[config.mk]
export PLATFORM = sky130hd
export DESIGN_NAME = fetch_irq_ctrl
export DESIGN_NICKNAME = d
export VERILOG_FILES = /design/src/rtl/irq_pkg.sv /design/src/rtl/irq_edge_latch.sv /design/src/rtl/irq_svc_ctrl.sv /design/src/rtl/irq_cfg_reg.sv /design/src/rtl/fetch_irq_ctrl.sv
export SDC_FILE = /design/constraint.sdc
export NUM_CORES = 1
export LEC_CHECK = 0
export BUFFER_PORTS_ARGS = -buffer_cell sky130_fd_sc_hd__buf_2
export CORE_ASPECT_RATIO = 1.4
export CORE_MARGIN = 5
export CORE_UTILIZATION = 40
export DETAILED_ROUTE_END_ITERATION = 10
export HOLD_SLACK_MARGIN = 0.15
export PLACE_DENSITY = 0.66
export SLEW_MARGIN = 0
export SYNTH_ARGS = -nofsm -noshare
export SYNTH_HDL_FRONTEND = slang
export SYNTH_HIERARCHICAL = 1
export SYNTH_SLANG_ARGS = --single-unit
[constraint.sdc]
create_clock -name clk -period 2.4 [get_ports clk]
set_input_delay 0.72 -clock clk [delete_from_list [all_inputs] [get_ports clk]]
set_output_delay 0.72 -clock clk [all_outputs]
set_load 0.03 [all_outputs]
[src/rtl/irq_pkg.sv]
// Package irq_pkg: shared types for the fetch-boundary interrupt controller.
// Assumes nothing beyond IEEE 1800-2017 enum support.
package irq_pkg;
    typedef enum logic {
        SVC_IDLE = 1'b0,
        SVC_BUSY = 1'b1
    } svc_state_t;
endpackage

[src/rtl/irq_edge_latch.sv]
// Module irq_edge_latch: detects rising edges on each request line and holds
// them in sticky cause bits until a configuration write clears them through its
// address mask. A coinciding edge wins over a clear.
// Assumes the request lines are already synchronous to clk.
module irq_edge_latch #(
    parameter int N_SRC = 3
) (
    input  logic             clk,
    input  logic             rst_n,
    input  logic [N_SRC-1:0] src_i,
    input  logic             clr_en_i,
    input  logic [N_SRC-1:0] clr_mask_i,
    output logic [N_SRC-1:0] pend_o
);
    logic [N_SRC-1:0] prev_q;
    logic [N_SRC-1:0] pend_q;
    logic [N_SRC-1:0] rise;
    logic [N_SRC-1:0] clr;

    // Purpose: flag a rising edge and the bits selected for clearing this cycle.
    always_comb begin
        rise = src_i & ~prev_q;
        clr  = clr_en_i ? clr_mask_i : '0;
    end

    // Purpose: remember the last request levels and update the sticky cause bits.
    always_ff @(posedge clk) begin
        if (!rst_n) begin
            prev_q <= '0;
            pend_q <= '0;
        end else begin
            prev_q <= src_i;
            pend_q <= (pend_q & ~clr) | rise;
        end
    end

    assign pend_o = pend_q;

    for (genvar i = 0; i < N_SRC; i++) begin : g_chk
        // a set bit stays set unless this cycle's write selects it
        assert_sticky_R2: assert property (@(posedge clk) disable iff (!rst_n)
            (pend_q[i] && !(clr_en_i && clr_mask_i[i])) |=> pend_q[i]);
        // a selected bit with no coinciding edge is cleared
        assert_clear_R6: assert property (@(posedge clk) disable iff (!rst_n)
            (clr_en_i && clr_mask_i[i] && !(src_i[i] && !prev_q[i])) |=> !pend_q[i]);
    end
endmodule

[src/rtl/irq_svc_ctrl.sv]
// Module irq_svc_ctrl: decides at each word fetch whether to take an interrupt
// and tracks the service window, which closes on the first configuration write.
// Assumes fetch_i is a one-cycle strobe per instruction word.
module irq_svc_ctrl
    import irq_pkg::*;
(
    input  logic clk,
    input  logic rst_n,
    input  logic fetch_i,
    input  logic any_pend_i,
    input  logic ack_i,
    output logic take_o
);
    svc_state_t state_q;
    svc_state_t state_d;

    // Purpose: request a take on a fetch when a cause is waiting and none is in service.
    always_comb begin
        take_o  = fetch_i && any_pend_i && (state_q == SVC_IDLE);
        state_d = state_q;
        if (take_o) begin
            state_d = SVC_BUSY;
        end else if (state_q == SVC_BUSY && ack_i) begin
            state_d = SVC_IDLE;
        end
    end

    // Purpose: hold the service state across cycles.
    always_ff @(posedge clk) begin
        if (!rst_n) begin
            state_q <= SVC_IDLE;
        end else begin
            state_q <= state_d;
        end
    end

    // no second take while the first is still open
    assert_no_retake_R4: assert property (@(posedge clk) disable iff (!rst_n)
        take_o |=> !take_o);
    // a write during service always closes it
    assert_ack_closes_R5: assert property (@(posedge clk) disable iff (!rst_n)
        (state_q == SVC_BUSY && ack_i) |=> (state_q == SVC_IDLE));
endmodule

[src/rtl/irq_cfg_reg.sv]
// Module irq_cfg_reg: holds the settings field above the cause bits and
// registers the read value {settings, cause} on a read strobe.
// Assumes the caller passes only the settings slice of the write data.
module irq_cfg_reg #(
    parameter int N_SRC = 3,
    parameter int CFG_W = 20
) (
    input  logic                   clk,
    input  logic                   rst_n,
    input  logic                   wr_i,
    input  logic                   rd_i,
    input  logic [CFG_W-N_SRC-1:0] set_wdata_i,
    input  logic [N_SRC-1:0]       cause_i,
    output logic [CFG_W-1:0]       rdata_o
);
    localparam int SET_W = CFG_W - N_SRC;

    logic [SET_W-1:0] set_q;
    logic [CFG_W-1:0] rdata_q;

    // Purpose: load settings on each write and capture the read value on a read.
    always_ff @(posedge clk) begin
        if (!rst_n) begin
            set_q   <= '0;
            rdata_q <= '0;
        end else begin
            if (wr_i) begin
                set_q <= set_wdata_i;
            end
            if (rd_i) begin
                rdata_q <= {set_q, cause_i};
            end
        end
    end

    assign rdata_o = rdata_q;

    // read data only moves after a read strobe
    assert_rdata_hold_R8: assert property (@(posedge clk) disable iff (!rst_n)
        !rd_i |=> $stable(rdata_q));
endmodule

[src/rtl/fetch_irq_ctrl.sv]
// Module fetch_irq_ctrl: top of the fetch-boundary interrupt controller. It ties
// the edge latches, the service control and the configuration register together.
// Assumes the sequencer performs the vector call and stack push when take_o is high.
module fetch_irq_ctrl #(
    parameter int N_SRC = 3,
    parameter int CFG_W = 20
) (
    input  logic             clk,
    input  logic             rst_n,
    input  logic [N_SRC-1:0] src_i,
    input  logic             fetch_i,
    input  logic             cfg_rd_i,
    input  logic             cfg_wr_i,
    input  logic [N_SRC-1:0] cfg_waddr_i,
    input  logic [CFG_W-1:0] cfg_wdata_i,
    output logic             take_o,
    output logic [N_SRC-1:0] cause_o,
    output logic [CFG_W-1:0] cfg_rdata_o
);
    logic [N_SRC-1:0] pend;

    irq_edge_latch #(.N_SRC(N_SRC)) u_latch (
        .clk        (clk),
        .rst_n      (rst_n),
        .src_i      (src_i),
        .clr_en_i   (cfg_wr_i),
        .clr_mask_i (cfg_waddr_i),
        .pend_o     (pend)
    );

    irq_svc_ctrl u_svc (
        .clk        (clk),
        .rst_n      (rst_n),
        .fetch_i    (fetch_i),
        .any_pend_i (|pend),
        .ack_i      (cfg_wr_i),
        .take_o     (take_o)
    );

    irq_cfg_reg #(.N_SRC(N_SRC), .CFG_W(CFG_W)) u_cfg (
        .clk         (clk),
        .rst_n       (rst_n),
        .wr_i        (cfg_wr_i),
        .rd_i        (cfg_rd_i),
        .set_wdata_i (cfg_wdata_i[CFG_W-1:N_SRC]),
        .cause_i     (pend),
        .rdata_o     (cfg_rdata_o)
    );

    assign cause_o = pend;

    // a take needs a fetch and a latched cause
    assert_take_cause_R1: assert property (@(posedge clk) disable iff (!rst_n)
        take_o |-> (fetch_i && (cause_o != '0)));
endmodule

==> impl_results.md <==
- Largest net degree at the start of global routing: 49
- Core area: 3990 um^2
- Final WL: 3260 um
- Wire length per cell: 13.7 um
- Cell accounting for the most synthesized area: dfxtp_1
- Clock sink count: 44
- Post-synthesis register bit count: 44
- Cell variety after synth: 15
- Resize count post-CTS: 0
- Global-route wire length before repair: 5440 um
- Worst vdd ir: 0.405 mV
- Seq/Total Area, Yosys: 0.531
- Cts-stage hold buffer count: 0
- Syn nets: 174
- Clock root buffer: clkbuf_8
- WHS: 0.508 ns
- First-pass DRT Iterations: 4
- Number of antenna violations at the first check in global routing: 0
- Vias per cell: 4.85
- Final #Nets: 225
- Slew Limit Fails: 0
- Post-CTS setup buffer count: 0
- Clock Skew: 0.00276 ns
- Overflow after GRT: 0
- Crit path max fanout: 4
- Leakage: 0.000969 uW
- Area Overhead vs Synth: 20.6%
- Avg Inst Size Synth: 11.6 um^2
- Iteration-0 DRC count of the detailed router: 30
- H-tree depth: 2
- Synthesized area: 1660 um^2
- Total CTS buffers: 5
- GR met2 Demand/Resource: 0.209
- Vias in the first global route: 1239
- Unrepaired setup endpoints after global routing: no
- Setup TNS Final: 0 ns
- Via count: 1155
- Worst slew pin tran: 0.624 ns
- Yosys top cell area share: 0.531
- Fin crit share: 0.843
- DRC: 0
- # IOs: 55
- Synth area leaders: dfxtp_1, mux2i_1, nor2b_1, a31o_1, and3b_1
- Final Power: 1420 uW
- Reg2reg setup slack: 1.39 ns
- Worst Setup Start Kind: flip-flop
- Relative slew slack: 0.584
- Critical path data required time: 1.68 ns
- Detailed-placement wirelength estimate: 2270 um
- Site Rows: 27
- Die area: 5560 um^2
- Tot GR Track Use: 0.125
- Placed insts: 230
- Most common cell after layout, fill and taps aside: buf_2
- GR Util met3: 0.0506
- PortBufs: 51
- Clock transition at the registers of the reported paths: 0.08 ns
- Antenna Cells: 0
- Min Tclk post-route: 2.02 ns
- CTS Buffer Depth: 2
- Pwr Density: 711 nW/um^2
- Global-route met1 utilization: 0.142
- Layout cells sized above 1: 0.308
- Clk_lat worst skew: 0.28 ns
- Syn Inst Count: 143
- Gpl congestion: 0.716
- Worst Path Arrival: 1.30 ns
- Initial core utilization: 0.417
- GRT Max-Usage Layer: met2
- CTS tree: done
- Filler cells: 385
- Yosys Warn Count: 6
- Setup crit end kind: output port
- Fin cells: 238
- Max-cap viol count: 0
- Final setup violation count: 0
- Crit Path Class: flip-flop to output port
- Die Wd: 64.5 um
- Routed Antenna Nets: 0
- Status: complete, no violations
- Highest clock rate: 494 MHz
- Hold Fails Final Rpt: 0
- Final core utilization: 0.502
- Most frequent cells in the layout: buf_2, dfxtp_1, mux2i_1, nor2b_1, clkbuf_8
- Die Y: 86.2 um
- HP Class: flip-flop to flip-flop
[per-stage QoR]
step                setup slack (ns)  cell area (um^2)
floorplan                      0.520              1660
global placement               0.556              1910
detailed placement             0.547              1910
CTS                            0.367              2000
global route                   0.315              2000
finish                         0.377              2000
[cell type report]
cell class                 instances  area, um^2  share of cell area
clock buffer                       8        90.1              0.0450
timing repair buffer              51         255               0.128
tap                               43        53.8              0.0269
sequential                        44         881               0.440
multi-input combinational         92         722               0.361
[synth_stat cells]
cell       n
nor2_1     1
clkbuf_1   3
and3b_1    3
buf_4      2
a31o_1     3
or3_1      1
nand4b_1   1
dfxtp_1   44
buf_6      1
and2_2     3
nor2b_1   37
nand3b_1   1
mux2i_1   37
buf_12     1
nand2_1    5
[sequential cells by signal (all words and copies together) (netlist names)]
register and flops:
u_svc/state_q 1, u_cfg/set_q 17, u_cfg/rdata_o 20, u_latch/prev_q 3
u_latch/pend_o 3
[layer usage]
layer  vias up  routed length [um]  part of all wire
met5         -                   0                 0
met4         0                  36             0.011
met3         4                 288             0.088
met2        45                1540              0.47
met1       530                1390              0.43
li1        576                   -                 -
[power breakdown]
part	internal (uW)	leakage, uW	total [uW]	switching [uW]
combinational	80.1	0.000562	180	100
sequential	768	0.000361	789	20.7
clock	235	0.0000455	455	220
total	1080	0.000969	1420	341
[critical path, stage by stage (launching register included)]
cell     delay [ns]
dfxtp_1        0.34
or3_1          0.40
nand2_1        0.08
nor2_1         0.04
buf_2          0.17
[path summary, 6_finish.rpt]
check | start | endpoint | cells past startpoint
worst max-delay path | u_latch/pend_o[1] | take_o | 4
worst min-delay path | u_svc/state_q | u_svc/state_q | 2
worst max register to register | u_latch/pend_o[1] | u_svc/state_q | 3
worst min register to register | u_svc/state_q | u_svc/state_q | 2
[kinds of logic after synthesis]
| group | Yosys count | synth area share |
|---|---|---|
| flops | 44 | 0.531 |
| buf+inv | 7 | 0.0347 |
| simple gates | 52 | 0.196 |
| compound gates | 3 | 0.0158 |
| mux | 37 | 0.223 |
Note: power is estimated with default switching activity, not from simulation.
